`src/rtl/sram_async_ctrl.sv`:
```
module sram_async_ctrl #(
  parameter int ADDR_W = 17,
  parameter int DATA_W = 8,
  parameter int CLK_NS = 8,
  parameter int T_RC   = 35,
  parameter int T_AA   = 35,
  parameter int T_DOE  = 10,
  parameter int T_WC   = 35,
  parameter int T_PWE  = 25,
  parameter int T_SCE  = 25,
  parameter int T_AW   = 25,
  parameter int T_SD   = 20,
  parameter int T_HZ   = 10
) (
  input  logic              clk,
  input  logic              rst,
  input  logic              req,
  output logic              ready,
  input  logic              wr,
  input  logic [ADDR_W-1:0] addr,
  input  logic [DATA_W-1:0] wdata,
  output logic [DATA_W-1:0] rdata,
  output logic              rvalid,
  output logic [ADDR_W-1:0] mem_addr,
  output logic              mem_ce_n,
  output logic              mem_ce,
  output logic              mem_oe_n,
  output logic              mem_we_n,
  output logic [DATA_W-1:0] mem_dq_o,
  input  logic [DATA_W-1:0] mem_dq_i,
  output logic              mem_dq_oe
);

  function automatic int cdiv(input int ns);
    return (ns + CLK_NS - 1) / CLK_NS;
  endfunction

  function automatic int imax(input int a, input int b);
    return (a > b) ? a : b;
  endfunction

  localparam int RD_CYC = imax(1, cdiv(imax(T_RC, imax(T_AA, T_DOE))));
  localparam int WE_CYC = imax(1, cdiv(imax(imax(T_PWE, T_SD), imax(T_SCE, T_AW))));
  localparam int WC_CYC = imax(cdiv(T_WC), WE_CYC + 1);
  localparam int HZ_CYC = imax(1, cdiv(T_HZ));
  localparam int MAX_CYC = imax(RD_CYC, imax(WC_CYC, HZ_CYC));
  localparam int CW = $clog2(MAX_CYC + 1);

  typedef enum logic [1:0] {S_IDLE, S_RD, S_WR, S_TURN} state_t;

  state_t        state;
  logic [CW-1:0] cnt;

  assign ready = (state == S_IDLE);

  always_ff @(posedge clk) begin
    if (rst) begin
      state     <= S_IDLE;
      cnt       <= '0;
      mem_ce_n  <= 1'b1;
      mem_ce    <= 1'b0;
      mem_oe_n  <= 1'b1;
      mem_we_n  <= 1'b1;
      mem_dq_oe <= 1'b0;
      mem_addr  <= '0;
      mem_dq_o  <= '0;
      rdata     <= '0;
      rvalid    <= 1'b0;
    end else begin
      rvalid <= 1'b0;
      case (state)
        S_IDLE: begin
          if (req) begin
            mem_addr <= addr;
            mem_ce_n <= 1'b0;
            mem_ce   <= 1'b1;
            cnt      <= '0;
            if (wr) begin
              mem_we_n  <= 1'b0;
              mem_dq_oe <= 1'b1;
              mem_dq_o  <= wdata;
              state     <= S_WR;
            end else begin
              mem_oe_n <= 1'b0;
              state    <= S_RD;
            end
          end
        end
        S_RD: begin
          cnt <= cnt + CW'(1);
          if (cnt == CW'(RD_CYC - 1)) begin
            rdata    <= mem_dq_i;
            rvalid   <= 1'b1;
            mem_ce_n <= 1'b1;
            mem_ce   <= 1'b0;
            mem_oe_n <= 1'b1;
            cnt      <= '0;
            state    <= S_TURN;
          end
        end
        S_WR: begin
          cnt <= cnt + CW'(1);
          if (cnt == CW'(WE_CYC - 1)) mem_we_n <= 1'b1;
          if (cnt == CW'(WC_CYC - 1)) begin
            mem_ce_n  <= 1'b1;
            mem_ce    <= 1'b0;
            mem_dq_oe <= 1'b0;
            state     <= S_IDLE;
          end
        end
        default: begin
          cnt <= cnt + CW'(1);
          if (cnt == CW'(HZ_CYC - 1)) state <= S_IDLE;
        end
      endcase
    end
  end

  a_r6_no_contention: assert property (@(posedge clk) disable iff (rst)
    mem_dq_oe |-> mem_oe_n);

  a_r4_write_selected: assert property (@(posedge clk) disable iff (rst)
    !mem_we_n |-> (!mem_ce_n && mem_ce && mem_oe_n && mem_dq_oe));

  a_r5_we_ends_first: assert property (@(posedge clk) disable iff (rst)
    $rose(mem_ce_n) |-> $past(mem_we_n));

  a_r2_standby_idle: assert property (@(posedge clk) disable iff (rst)
    ready |-> (mem_ce_n && !mem_ce && mem_oe_n && mem_we_n));

  a_r3_rvalid_after_read: assert property (@(posedge clk) disable iff (rst)
    rvalid |-> $past(!mem_oe_n));

  a_r7_turn_after_read: assert property (@(posedge clk) disable iff (rst)
    rvalid |-> (!ready && mem_ce_n));

  a_r8_addr_stable: assert property (@(posedge clk) disable iff (rst)
    (!mem_ce_n && $past(!mem_ce_n)) |-> $stable(mem_addr));

endmodule

```
`config.mk`:
```
export PLATFORM = sky130hd
export DESIGN_NAME = sram_async_ctrl
export DESIGN_NICKNAME = d
export VERILOG_FILES = /design/src/rtl/sram_async_ctrl.sv
export SDC_FILE = /design/constraint.sdc
export NUM_CORES = 1
export LEC_CHECK = 0
export ABC_CLOCK_PERIOD_IN_PS = 3610
export BUFFER_PORTS_ARGS = -buffer_cell sky130_fd_sc_hd__buf_4
export CORE_UTILIZATION = 45
export CTS_CLUSTER_SIZE = 40
export DETAILED_ROUTE_END_ITERATION = 10
export HOLD_SLACK_MARGIN = 0.15
export PLACE_DENSITY_LB_ADDON = 0.1
export SLEW_MARGIN = 15
export SYNTH_ARGS = -nofsm -noshare
export SYNTH_HDL_FRONTEND = slang
export SYNTH_SLANG_ARGS = --single-unit
```
`constraint.sdc`:
```
create_clock -name clk -period 3.61 [get_ports clk]
set_clock_uncertainty 0.1 [all_clocks]
set_input_delay 0.1805 -clock clk [delete_from_list [all_inputs] [get_ports clk]]
set_output_delay 0.1805 -clock clk [all_outputs]
set_load 0.05 [all_outputs]
```
# After elaboration in Yosys (flattened, before gate mapping)
# Cells that the tools add are included.
[totals] word_cells=66 output_inout_bits=40 inputBits=37 ff_bits=44
[classes] reduce_logical=15 bitwise_logic=1 n_eq_ne=12 addsub=1 muxes=26
[op_table] cell="AND reduction 4 bit" count=4
[op_table] cell="two-way mux 1 bit" count=12
[op_table] cell="two-way mux 2 bit" count=5
[op_table] cell="inequality test 2 bit (second input constant)" count=5
[op_table] cell="case mux 1 bit (2 select lines)" count=5
[op_table] cell="two-way mux 3 bit" count=2
[op_table] cell="case mux 2 bit (3 select lines)" count=1
[op_table] cell="case mux 3 bit (2 select lines)" count=1
[op_table] cell="AND reduction 3 bit" count=2
[op_table] cell="nonzero test 2 bit" count=3
[op_table] cell="inequality test 2 x 1 -> 1 bit (second input constant)" count=2
[op_table] cell="AND reduction 2 bit" count=2
[op_table] cell="nonzero test 4 bit" count=1
[op_table] cell="OR reduction 2 bit" count=2
[op_table] cell="adder 3 x 1 -> 3 bit (second input constant)" count=1
[op_table] cell="equality test 3 x 1 -> 1 bit (second input constant)" count=1
[op_table] cell="equality test 3 x 2 -> 1 bit (second input constant)" count=1
[op_table] cell="equality test 3 bit (second input constant)" count=1
[op_table] cell="equality test 2 x 1 -> 1 bit (second input constant)" count=1
[op_table] cell="equality test 2 bit (second input constant)" count=1
[op_table] cell="zero test 2 bit" count=1
[op_table] cell="inverter 1 bit" count=1

# Longest topological paths before layout
[logic_depth] word_depth=4 depth_mapped=8 depth_no_buf=6

# Worst setup path before layout
# No wires, ideal clock.
[synth_path] path_type="flip-flop to flip-flop" start="reg state[0]" end="reg mem_we_n" period_less_slack_ns=1.952 path_stages_with_launch=9 required_time_ns=3.391 path_slack_ns=1.658 setup_time_ns=0.119 arrival_ns=1.732 path_buffers=2 cell_sequence="dfxtp_1 inv_1 ha_1 buf_2 and2_1 buf_4 nand2_2 a21oi_1 o21bai_1"
[synth_via] elab_chain_cells=3 word_cells_on_any_way=8 cone_classes="eq/ne: 4; mux: 1; reduce/logical: 3"
[synth_lines] element="start, declared" line_no="51" rtl="state_t state;"
[synth_lines] element="start signal, assigned" line_no="58" rtl="state <= S_IDLE;"
[synth_lines] element="start signal, assigned" line_no="82" rtl="state <= S_WR;"
[synth_lines] element="start signal, assigned" line_no="85" rtl="state <= S_RD;"
[synth_lines] element="zero test 2 bit *"
[synth_lines] element="net ready" line_no="18" rtl="output logic ready,"
[synth_lines] element="inequality test 2 x 1 -> 1 bit (no source line), or another cell as far along"
[synth_lines] element="AND reduction 4 bit (no source line)"
[synth_lines] element="end signal, assigned" line_no="63" rtl="mem_we_n <= 1'b1;"
[synth_lines] element="end signal, assigned" line_no="79" rtl="mem_we_n <= 1'b0;"
[synth_lines] element="end signal, assigned" line_no="103" rtl="if (cnt == CW'(WE_CYC - 1)) mem_we_n <= 1'b1;"
[synth_lines] element="end, declared" line_no="28" rtl="output logic mem_we_n,"
# The timed path passes the listed nets; every way through them passes the cells marked *.
# A chain may end at the register's enable or synchronous reset.

# Final worst setup path
[layout_path] start="reg state[0]" end="reg mem_we_n"
[layout_via] elab_chain_cells=3 word_cells_on_any_way=8 cone_classes="eq/ne: 4; mux: 1; reduce/logical: 3"
[layout_lines] element="equality test 2 bit or zero test 2 bit (tied branches)" line_no="71" rtl="case (state)"
[layout_lines] element="inequality test 2 bit (no source line), or another cell as far along"
[layout_lines] element="AND reduction 4 bit (no source line)"
# Several ways; a longest one is shown, not always the timed one.

==> flow_summary.yaml <==
floorplanning:
  die_h_um: 64.5
  fp.dieW_um: 64.5
  dieArea_um2: 4170
  io-pin-count: 77
  start_util_pct: 47.4
  row_count: 22
  core_region_area_um2: 3720
outcome:
  outcome: "complete, no violations"
yosys:
  synthCells: 216
  synth_top_area_share_pct: 50.0
  synth_top_family_by_area: "simple AND/OR/NAND/NOR gates"
  ys_seq_area_share_pct: 50.0
  synth_mux_area_share_pct: 0.569
  yosys_warnings: 0
  syn_nets: 262
  netlist-cell-type-count: 29
  yosys.area.top_type: "dfxtp_1"
  synthXorXnorAreaFrac_pct: 0
  yosys.area_share.adder_pct: 6.40
  syn_area_um2: 1760
  synth.area.top_cells: "dfxtp_1 (50%), nand2_1 (15%), a21oi_1 (11%)"
  synth_compound_area_share_pct: 16.9
  synth-simple-area-share_pct: 21.8
  synth_seq_cells: 44
  syn_area_per_cell_um2: 8.15
detailed_routing:
  drc_errors: 0
  drt_iter0_drc: 110
  ant_nets: 0
  vias_per_cell: 4.82
  wl_per_cell_um: 12.6
  first_pass_iters: 4
  wl_mm: 4.67
  num_vias: 1789
clock_network:
  cts-root-buf: "clkbuf_8"
  clk_pin_slew_ps: 80
  htreeDepth: 2
  clk_latency_ps: 300
  clock-sinks: 44
  cts_buffers: 5
  cts_buffer_depth: 2
  cts_tree: "yes"
  cts_setup_buffers: 0
setup_path:
  cp-endpoint: "mem_we_n"
  reg2reg_slack_ps: 1500
  crit_family: "simple AND/OR/NAND/NOR gates"
  critPathMaxStageDelay_ps: 580
  worstSetupPathType: "flop to flop"
  worstPathRequired_ps: 3700
  reg2reg_depth: 6
  crit_cells: 6
  crit_slowest_cell: "and2_1"
  worst-path-buf-inv: 1
  crit_chain: "inv_1, ha_1, and2_1, nand2_2, a21oi_1, o21bai_1"
  path_max_fanout: 18
  critPathCaptureType: "flop"
  cp-start-kind: "flop"
  crit_path_start: "state[0]"
  arrival_ps: 2210
  r2r-start: "state[0]"
  r2r-end: "mem_we_n"
global_routing:
  antenna_found_initial: 0
  overflow: 0
  grt_pass1_vias: 1661
  grt_usage_pct: 23.4
  grt_max_degree: 45
  grt_pass1_wl_mm: 7.37
timing:
  period_needed_ps: 2110
  holdWs_ps: 200
  max_slew_margin_pct: 58.8
  hold_viol_final: 0
  setup_viol: 0
  rsz0062_at_grt: "false"
  fin_crit_sh_pct: 58.5
  max_freq_ghz: 0.473
  tightest_slew_ps: 617
  final_max_slew_viol_count: 0
  setup_tns_ps: 0
pwr:
  p_clk_share_pct: 18.3
  p_leak_nw: 1.22
  swShare_pct: 43.1
  seqPwrFrac_pct: 35.0
  p_int_mw: 1.00
  cellPowerDensity_nw_per_um2: 634
  ir_drop_v: 0.000411
  p_comb_share_pct: 46.7
  netSwitchingPower_mw: 0.757
hold_path:
  min-delay-start: "req"
  hold_path.class: "primary input to flop"
place:
  gp_congestion: 0.792
  dp.cells: 329
  dp_hpwl_mm: 2.83
  portBuffers: 76
finish:
  num_antenna_cells: 0
  drive_gt1_share_pct: 26.9
  layoutNonFillerInstCount: 371
  area_delta_synth_final_pct: 57.5
  final_nets: 368
job:
  maxCapViolCount: 0
[synth_stat cells, drive strengths merged]
| cell type | count |
|---|---|
| nor2b | 3 |
| o21bai | 2 |
| ha | 9 |
| buf | 6 |
| a21boi | 1 |
| and2 | 1 |
| dfxtp | 44 |
| a21oi | 41 |
| a211oi | 2 |
| nand2b | 4 |
| or3 | 1 |
| a311oi | 2 |
| o21ai | 1 |
| nor2 | 9 |
| mux2i | 1 |
| nor3 | 1 |
| clkbuf | 5 |
| a22oi | 2 |
| and3 | 2 |
| nand2 | 71 |
| o32ai | 1 |
| nand3 | 1 |
| inv | 6 |
[stage by stage]
| step | setup WS, ps | total power, mW | utilization (%) | instance area, µm² |
|---|---|---|---|---|
| finish | 1500 | 1.76 | 74.6 | 2770 |
| global route | 1290 | 1.86 | 74.6 | 2770 |
| CTS | 1480 | 1.76 | 74.6 | 2770 |
| detailed placement | 1480 | 1.41 | 62.9 | 2340 |
| global placement | 1540 | 1.40 | 62.9 | 2340 |
| floorplan | 1660 | 1.21 | - | 1760 |
[flip-flops by register name, summed over array words and instances (netlist names), 2 cells and up]
| signal | count |
|---|---|
| cnt | 3 |
| mem_dq_o | 8 |
| state | 2 |
| rdata | 8 |
| mem_addr | 17 |
[layer usage]
layer | wire (µm) | up-vias | track usage, %
met5 | 0 | - | 0
met4 | 120 | 0 | 13.6
met2 | 2250 | 61 | 41.2
met3 | 209 | 14 | 5.28
met1 | 2090 | 798 | 25.5
li1 | - | 916 | -
[logic make-up after synthesis]
| kind of cell | after synthesis |
|---|---|
| DFF | 44 |
| adders and majority gates | 9 |
| AOI/OAI and AO/OA | 52 |
| and+or+nand+nor | 93 |
| muxes | 1 |
| buffers and inverters | 17 |
[how the worst min path moves through the flow]
stage / cells past startpoint / end
floorplan: 2 / mem_addr[10]
global placement: 3 / mem_dq_o[1]
detailed placement: 3 / mem_dq_o[0]
CTS: 4 / cnt[0]
global route: 4 / cnt[0]
finish: 4 / cnt[0]
[repair_timing]
action | in CTS | in global routing
gates resized for setup | 0 | 0
hold buffers | 34 | 0
endpoints found under the hold margin | 36 | 0
setup endpoints to repair | 0 | 0
[placed cells by master, fill, tap and decap left out, types with 2 or more instances in the layout]
cell | Yosys | layout
clkbuf_8 | 0 | 6
inv_1 | 6 | 6
buf_4 | 2 | 76
a311oi_1 | 2 | 2
and3_1 | 2 | 2
a21oi_1 | 40 | 40
nand2b_1 | 4 | 4
nor2_1 | 9 | 9
nand2_1 | 70 | 70
o21bai_1 | 2 | 2
dfxtp_1 | 44 | 44
dlygate4sd3_1 | 0 | 34
nor2b_1 | 2 | 2
a22oi_1 | 2 | 2
ha_1 | 9 | 9
[cell type report]
type	instances	area, µm²
multi-input cells	155	805
repair buffers	110	911
fillers	279	943
clock buffers	7	86.3
well taps	48	60.1
clock inverters	1	7.51
flip-flops and latches	44	881
inverters	6	22.5
[worst register-to-register path, stage by stage, from the launching register on]
cell,delay [ps]
dfxtp_1,340
inv_1,110
ha_1,370
and2_1,580
nand2_2,250
a21oi_1,190
o21bai_1,70
[power by group through the flow]
stage          combinational (mW)  sequential [mW]  clock [mW]
2_1_floorplan               0.394            0.821           0
3_3_place_gp                0.778            0.622           0
3_5_place_dp                0.785            0.627           0
4_1_cts                     0.817            0.615       0.326
5_1_grt                     0.884            0.627       0.349
6_report                    0.821            0.615       0.322
Power figures use the tool's default switching activity.
